`src/rtl/dbg_evt_pkg.sv`:
```
package dbg_evt_pkg;

  // Reset record encodings (bits [1:0]); codes 1x are never produced.
  typedef enum logic [1:0] {
    RREC_NONE = 2'b00,
    RREC_HARD = 2'b01
  } rrec_e;

  // Fixed low field positions.
  localparam int RREC_LSB = 0;
  localparam int IMP_BIT  = 2;
  localparam int UNC_BIT  = 3;
  localparam int DONE_BIT = 4;
  localparam int BR_BIT   = 5;
  localparam int INTR_BIT = 6;
  localparam int TRAP_BIT = 7;
  localparam int IAC_LSB  = 8;

  // Positions that depend on comparator counts.
  function automatic int dacr_lsb(input int n_iac);
    return IAC_LSB + n_iac;
  endfunction

  function automatic int dacw_lsb(input int n_iac, input int n_dac);
    return dacr_lsb(n_iac) + n_dac;
  endfunction

  function automatic int vle_pos(input int n_iac, input int n_dac);
    return dacw_lsb(n_iac, n_dac) + n_dac;
  endfunction

endpackage

```
`src/rtl/dbg_evt_gather.sv`:
```
module dbg_evt_gather
  import dbg_evt_pkg::*;
#(
  parameter int REG_W = 32,
  parameter int N_IAC = 4,
  parameter int N_DAC = 2
) (
  input  logic             evt_inst_done,
  input  logic             evt_branch,
  input  logic             evt_intr,
  input  logic             evt_trap,
  input  logic [N_IAC-1:0] evt_iac,
  input  logic [N_DAC-1:0] evt_dac_rd,
  input  logic [N_DAC-1:0] evt_dac_wr,
  input  logic             evt_uncond,
  input  logic             evt_vle_tag,
  input  logic             hrst_note,
  input  logic             dbg_en,
  input  logic             int_mode,
  input  logic             ext_mode,
  output logic [REG_W-1:0] set_vec
);

  localparam int DACR_LSB = dacr_lsb(N_IAC);
  localparam int DACW_LSB = dacw_lsb(N_IAC, N_DAC);
  localparam int VLE_BIT  = vle_pos(N_IAC, N_DAC);

  logic [REG_W-1:0] raw;
  logic             mode_ok;
  logic             hit;

  // Place each event pulse at its own status position.
  always_comb begin
    raw           = '0;
    raw[UNC_BIT]  = evt_uncond;
    raw[DONE_BIT] = evt_inst_done;
    raw[BR_BIT]   = evt_branch;
    raw[INTR_BIT] = evt_intr;
    raw[TRAP_BIT] = evt_trap;
    for (int i = 0; i < N_IAC; i++) begin
      raw[IAC_LSB + i] = evt_iac[i];
    end
    for (int j = 0; j < N_DAC; j++) begin
      raw[DACR_LSB + j] = evt_dac_rd[j];
      raw[DACW_LSB + j] = evt_dac_wr[j];
    end
  end

  assign mode_ok = int_mode | ext_mode;
  assign hit     = mode_ok & (|raw);

  // Qualified event bits plus the derived flags and reset record.
  always_comb begin
    set_vec           = hit ? raw : '0;
    set_vec[IMP_BIT]  = hit & ~dbg_en & ~ext_mode;
    set_vec[VLE_BIT]  = hit & evt_vle_tag;
    set_vec[RREC_LSB] = hrst_note;
  end

endmodule

```
`src/rtl/dbg_stat_store.sv`:
```
module dbg_stat_store #(
  parameter int               REG_W     = 32,
  parameter logic [REG_W-1:0] LIVE_MASK = '1,
  parameter logic [REG_W-1:0] RST_VAL   = '0
) (
  input  logic             clk,
  input  logic             rst,
  input  logic [REG_W-1:0] set_vec,
  input  logic             wr_en,
  input  logic [REG_W-1:0] wr_mask,
  output logic [REG_W-1:0] stat_q
);

  logic [REG_W-1:0] clr_vec;
  logic [REG_W-1:0] stat_d;

  assign clr_vec = wr_en ? wr_mask : '0;
  // Clear first, then OR the sets so a same-cycle event survives.
  assign stat_d  = ((stat_q & ~clr_vec) | set_vec) & LIVE_MASK;

  always_ff @(posedge clk) begin
    if (rst) stat_q <= RST_VAL & LIVE_MASK;
    else     stat_q <= stat_d;
  end

endmodule

```
`src/rtl/dbg_irq_qual.sv`:
```
module dbg_irq_qual #(
  parameter int               REG_W     = 32,
  parameter logic [REG_W-1:0] EXCL_MASK = '0
) (
  input  logic [REG_W-1:0] stat_q,
  input  logic             dbg_en,
  input  logic             int_mode,
  input  logic             ext_mode,
  output logic             irq
);

  logic counted;
  logic allowed;

  assign counted = |(stat_q & ~EXCL_MASK);
  assign allowed = dbg_en & int_mode & ~ext_mode;
  assign irq     = allowed & counted;

endmodule

```
`src/rtl/dbg_evt_status.sv`:
```
module dbg_evt_status
  import dbg_evt_pkg::*;
#(
  parameter int REG_W = 32,
  parameter int N_IAC = 4,
  parameter int N_DAC = 2
) (
  input  logic             clk,
  input  logic             rst,
  input  logic             evt_inst_done,
  input  logic             evt_branch,
  input  logic             evt_intr,
  input  logic             evt_trap,
  input  logic [N_IAC-1:0] evt_iac,
  input  logic [N_DAC-1:0] evt_dac_rd,
  input  logic [N_DAC-1:0] evt_dac_wr,
  input  logic             evt_uncond,
  input  logic             evt_vle_tag,
  input  logic             hrst_note,
  input  logic             dbg_en,
  input  logic             int_mode,
  input  logic             ext_mode,
  input  logic             wr_en,
  input  logic [REG_W-1:0] wr_mask,
  output logic [REG_W-1:0] rd_data,
  output logic             dbg_irq
);

  localparam int VLE_BIT = vle_pos(N_IAC, N_DAC);
  localparam int USED_W  = VLE_BIT + 1;

  // Stored bits: all used positions except the never-produced high
  // bit of the reset record.
  localparam logic [REG_W-1:0] USED_MASK = {{(REG_W-USED_W){1'b0}}, {USED_W{1'b1}}};
  localparam logic [REG_W-1:0] LIVE_MASK = USED_MASK & ~(REG_W'(1) << (RREC_LSB + 1));
  localparam logic [REG_W-1:0] RST_VAL   = REG_W'(RREC_HARD) << RREC_LSB;
  localparam logic [REG_W-1:0] EXCL_MASK = (REG_W'(3) << RREC_LSB) | (REG_W'(1) << VLE_BIT);

  logic [REG_W-1:0] set_vec;
  logic [REG_W-1:0] stat_q;

  dbg_evt_gather #(
    .REG_W(REG_W), .N_IAC(N_IAC), .N_DAC(N_DAC)
  ) u_gather (
    .evt_inst_done(evt_inst_done),
    .evt_branch   (evt_branch),
    .evt_intr     (evt_intr),
    .evt_trap     (evt_trap),
    .evt_iac      (evt_iac),
    .evt_dac_rd   (evt_dac_rd),
    .evt_dac_wr   (evt_dac_wr),
    .evt_uncond   (evt_uncond),
    .evt_vle_tag  (evt_vle_tag),
    .hrst_note    (hrst_note),
    .dbg_en       (dbg_en),
    .int_mode     (int_mode),
    .ext_mode     (ext_mode),
    .set_vec      (set_vec)
  );

  dbg_stat_store #(
    .REG_W(REG_W), .LIVE_MASK(LIVE_MASK), .RST_VAL(RST_VAL)
  ) u_store (
    .clk    (clk),
    .rst    (rst),
    .set_vec(set_vec),
    .wr_en  (wr_en),
    .wr_mask(wr_mask),
    .stat_q (stat_q)
  );

  dbg_irq_qual #(
    .REG_W(REG_W), .EXCL_MASK(EXCL_MASK)
  ) u_irq (
    .stat_q  (stat_q),
    .dbg_en  (dbg_en),
    .int_mode(int_mode),
    .ext_mode(ext_mode),
    .irq     (dbg_irq)
  );

  assign rd_data = stat_q;

endmodule

```
`config.mk`:
```
export PLATFORM = sky130hd
export DESIGN_NAME = dbg_evt_status
export DESIGN_NICKNAME = d
export VERILOG_FILES = /design/src/rtl/dbg_evt_pkg.sv /design/src/rtl/dbg_evt_gather.sv /design/src/rtl/dbg_stat_store.sv /design/src/rtl/dbg_irq_qual.sv /design/src/rtl/dbg_evt_status.sv
export SDC_FILE = /design/constraint.sdc
export NUM_CORES = 1
export LEC_CHECK = 0
export BUFFER_PORTS_ARGS = -buffer_cell sky130_fd_sc_hd__buf_2
export CAP_MARGIN = 10
export CORE_MARGIN = 3
export CORE_UTILIZATION = 35
export CTS_BUF_LIST = sky130_fd_sc_hd__clkbuf_8
export CTS_CLUSTER_SIZE = 25
export DETAILED_ROUTE_END_ITERATION = 10
export PLACE_DENSITY = 0.89
export SLEW_MARGIN = 15
export SYNTH_ARGS = -nofsm -noshare
export SYNTH_HDL_FRONTEND = slang
export SYNTH_SLANG_ARGS = --single-unit
```
`constraint.sdc`:
```
create_clock -name clk -period 1.9 [get_ports clk]
set_clock_uncertainty 0.2 [all_clocks]
set_input_delay 0.19 -clock clk [delete_from_list [all_inputs] [get_ports clk]]
set_output_delay 0.19 -clock clk [all_outputs]
set_load 0.05 [all_outputs]
```
==> results <==
- The internal portion of the total power is between 600 and 700 uW.
- The adder-cell area share of the yosys netlist is 0.
- The clock latency of the later-clocked register in the worst-skew pair is ~0.24 ns.
- The share of total power dissipated in the clock network is 0.295.
- Of the total power, the share spent switching nets is 0.368.
- The number of register bits inferred by synthesis is 16.
- The register ranked first by flip-flop count is u_store.stat_q.
- Summed over all nets, the half-perimeter wirelength after detailed placement is 1740 um.
- The category of the worst setup path capture point is an output pin.
- The core region is about 0.0023 mm^2.
- The final reports fail on negative hold slack.
- Of the synthesized area, sequential elements account for 0.377.
- Of the post-synthesis cell area, the dominant cell type holds 0.377.
- The clock slew at the register clock pins of the worst setup and hold paths is roughly 0.060 ns.
- Of the total synthesized cell area, the portion taken by XOR and XNOR cells is 0.
- The count of buffers from port buffering is 53.
- The portion of synthesized area spent on multiplexers is 0.
- By area the synthesized netlist is led by sky130_fd_sc_hd__dfxtp_1, sky130_fd_sc_hd__buf_4, sky130_fd_sc_hd__a32o_1.
- For this run, the total global-route usage over all layers was measured as 0.145.
- The overall via count from detail_route is approximately 900.
- The average routed wire per standard cell is 12.7 um.
- The number of setup violations in the final report is 0.
- The fraction of the mapped netlist area in compound gates was 0.165.
- Of the total synthesized cell area, the portion taken by AND, OR, NAND and NOR gates is 0.271.
- The synthesized design spends more area on one cell type than any other, namely sky130_fd_sc_hd__dfxtp_1.
- Counting cells, the worst reg-to-reg path comes to 2.
- The number of maximum-capacitance violations is 0.
- The initial antenna violation count was 0.
- The effective utilization at floorplan is 0.377.
- The first global-routing pass estimated between 3000 and 4000 um of wire.
- The aggregate routed wire length is between 2000 and 2500 um.
- A synthesized cell averages ~8.6 um^2.
- Dividing the final minimum period by the clock period gives 0.980.
- The CTS H-tree depth is 1.
- The worst path in the final design needs a cycle of about 1.9 ns, including I/O delays and setup.
- Before antenna repair, the detailed router went through 4 iterations.
- The static leakage power is slightly below 0.0006 uW.
- Setup repair after global routing left no endpoint under its margin.
- Among all flip-flop cells after synthesis, the most frequent one is sky130_fd_sc_hd__dfxtp_1.
- The worst slack on hold paths is -0.00286 ns.
- Synthesis produced a netlist whose cell count is 99.
- The count of pins over their slew limit was 0.
- Along the worst path, the maximum fanout reaches 3.
- Dividing the detail-routed via count by the number of cells gives just under 5.
- The floorplan has 17 rows.
- The longest clock path from root to sink contains 2 buffers.
- In this run, synthesis inferred 0 flip-flops with an integrated enable.
- The die height is 55.3 um.
- CTS placed an instance of sky130_fd_sc_hd__clkbuf_8 at the clock tree root.
- Static timing analysis puts the maximum clock frequency at 0.537 GHz.
- In this run the horizontal extent of the chip is between 50 and 60 um.
- For the worst setup path, the data required time is ~1.5 ns.
- The flow ran to the end, but the final reports show violations.
- The worst setup path category is reg2out.
- After the last flow step, the layout net total stands at 209.
- The register with the most flip-flops in the layout has 16 of them.
- The worst min-delay path category is in2reg.
- Of all flip-flops after synthesis, the portion carrying an async set or reset was 0.
- The synthesized netlist occupies a cell area of 850 um^2.
- The hold-critical path depth is 3.
- The power share of the sequential group is 0.384.
- 86 I/O pins were placed.
- The weighted congestion at the end of routability-driven global placement is 0.826.
- Relative to the synthesized area, the layout overhead comes to 41.1%.
- The distinct cell type count after synthesis is 24.
- The number of clock sinks is 16.
- The number of global-route vias before repair came to between 800 and 900.
- The number of endpoints with negative hold slack in the final report is 1.
- For this run, design rule violations remaining after detail routing come to 0.
- Summed over all nets, the switching power comes to around 370 uW.
- The number of diodes added for antenna fixing is 0.
- The CTS tree is built.
- The number of nets with antenna violations after detailed routing is 0.
- STA classifies the critical path startpoint as a flop.
- Of the cells placed in the final design, the portion with a size suffix greater than 1 is 0.419.
- Of the total power, combinational logic draws 0.321.
- The total overflow reported by the global router is 0.
- The maximum ir drop on the vdd rail is between 0.4 and 0.5 mV.
- The warning count from the yosys run is 0.
- The combinational family with the most area after synthesis is simple AND/OR/NAND/NOR gates.
- The pin count of the biggest net entering global routing is 17.
- Once the clock tree was built, the setup fixing pass inserted 0 buffers.
- Adding up every negative setup slack in the final design gives 0 ns.
- The largest registers in the layout are u_store.stat_q: 16 flops.
- Buffers inserted during clock tree synthesis total 3.
- After the first detailed-routing iteration, the DRC count stood at 13.
- The data arrival time of the critical path is roughly 1.5 ns.
- The power per unit of standard cell area is between 800 and 900 mW/mm^2.
- The die area is about 0.0031 mm^2.
[Yosys cell counts (all sizes together), types with 2 or more instances]
cell	count
nor4	5
nand3	3
buf	20
a22oi	5
dfxtp	16
o21ai	2
nor2	7
a32o	8
nor2b	6
nand2	16
[path summary, 6_finish.rpt]
path	start	end	slack [ns]
setup / recovery	u_store.stat_q[5]	dbg_irq	0.04
hold / removal	evt_vle_tag	u_store.stat_q[16]	-0.003
setup reg to reg	u_store.stat_q[13]	u_store.stat_q[13]	0.90
hold reg to reg	u_store.stat_q[0]	u_store.stat_q[0]	0.27
[what timing repair did]
action	4_1_cts	5_1_grt
setup endpoints to repair	1	1
gates resized for setup	4	4
hold endpoints to repair	5	0
hold buffers	5	0
pin swaps	3	4
[logic make-up (layout without fill, tap and decap cells)]
| family | after synthesis | after routing |
|---|---|---|
| flops | 16 | 16 |
| other cells | 1 | 16 |
| buf+inv | 22 | 63 |
| simple gates | 44 | 44 |
| compound gates | 16 | 16 |
[per-layer routing]
layer | track usage | part of all wire
met1 | 0.170 | 0.42
met4 | 0.0799 | 0.019
met3 | 0.0304 | 0.085
met2 | 0.243 | 0.47
met5 | 0 | 0
[final cells by class]
class                           count  area, um^2
Clock buffer                        4        55.1
Fill cell                         215        1060
Inverter                            1        3.75
Multi-Input combinational cell     76         460
Sequential cell                    16         323
Tap cell                           28        35.0
Timing Repair Buffer               58         322
[cells in the final DEF (no fill, tap or decap)]
cell and n:
sky130_fd_sc_hd__nand3_1 3, sky130_fd_sc_hd__buf_2 52, sky130_fd_sc_hd__a32o_1 8, sky130_fd_sc_hd__o21ai_2 1, sky130_fd_sc_hd__nor4_1 3, sky130_fd_sc_hd__or2_4 1
sky130_fd_sc_hd__nor4_4 2, sky130_fd_sc_hd__clkbuf_8 4, sky130_fd_sc_hd__and2_1 1, sky130_fd_sc_hd__and4b_2 1, sky130_fd_sc_hd__a211o_1 1, sky130_fd_sc_hd__dfxtp_2 2
sky130_fd_sc_hd__and4_1 1, sky130_fd_sc_hd__inv_1 1, sky130_fd_sc_hd__dlygate4sd3_1 5, sky130_fd_sc_hd__conb_1 16, sky130_fd_sc_hd__nor2_1 7, sky130_fd_sc_hd__o21ai_0 1
sky130_fd_sc_hd__nand2_1 16, sky130_fd_sc_hd__a22oi_1 5, sky130_fd_sc_hd__dfxtp_1 14, sky130_fd_sc_hd__nand4_1 1, sky130_fd_sc_hd__buf_6 1, sky130_fd_sc_hd__or4b_4 1
sky130_fd_sc_hd__nor3_1 1, sky130_fd_sc_hd__nor2b_1 6
[power by group through the flow]
stage	logic (uW)	clock network, uW	registers (uW)
after global placement	307	0	388
after detailed placement	308	0	389
after global routing	344	320	393
final	326	300	390
after CTS	321	301	384
after floorplan	164	0	480
[stage by stage]
stage	std cells	setup WS [ns]	util	instance area, um^2	power [uW]
2_1_floorplan	114	0.256	-	906	644
6_report	183	0.0386	0.532	1200	1020
4_1_cts	183	0.0209	0.523	1180	1010
3_5_place_dp	174	0.266	0.468	1050	697
3_3_place_gp	174	0.262	0.468	1050	695
5_1_grt	183	0.00835	0.532	1200	1060
[critical path, cell delays in order (launching register included)]
cell and delay (ns):
sky130_fd_sc_hd__dfxtp_2 0.34, sky130_fd_sc_hd__nor4_4 0.29, sky130_fd_sc_hd__nand4_1 0.17, sky130_fd_sc_hd__and4b_2 0.26, sky130_fd_sc_hd__buf_6 0.15
Note: power is estimated with default switching activity, not from simulation.
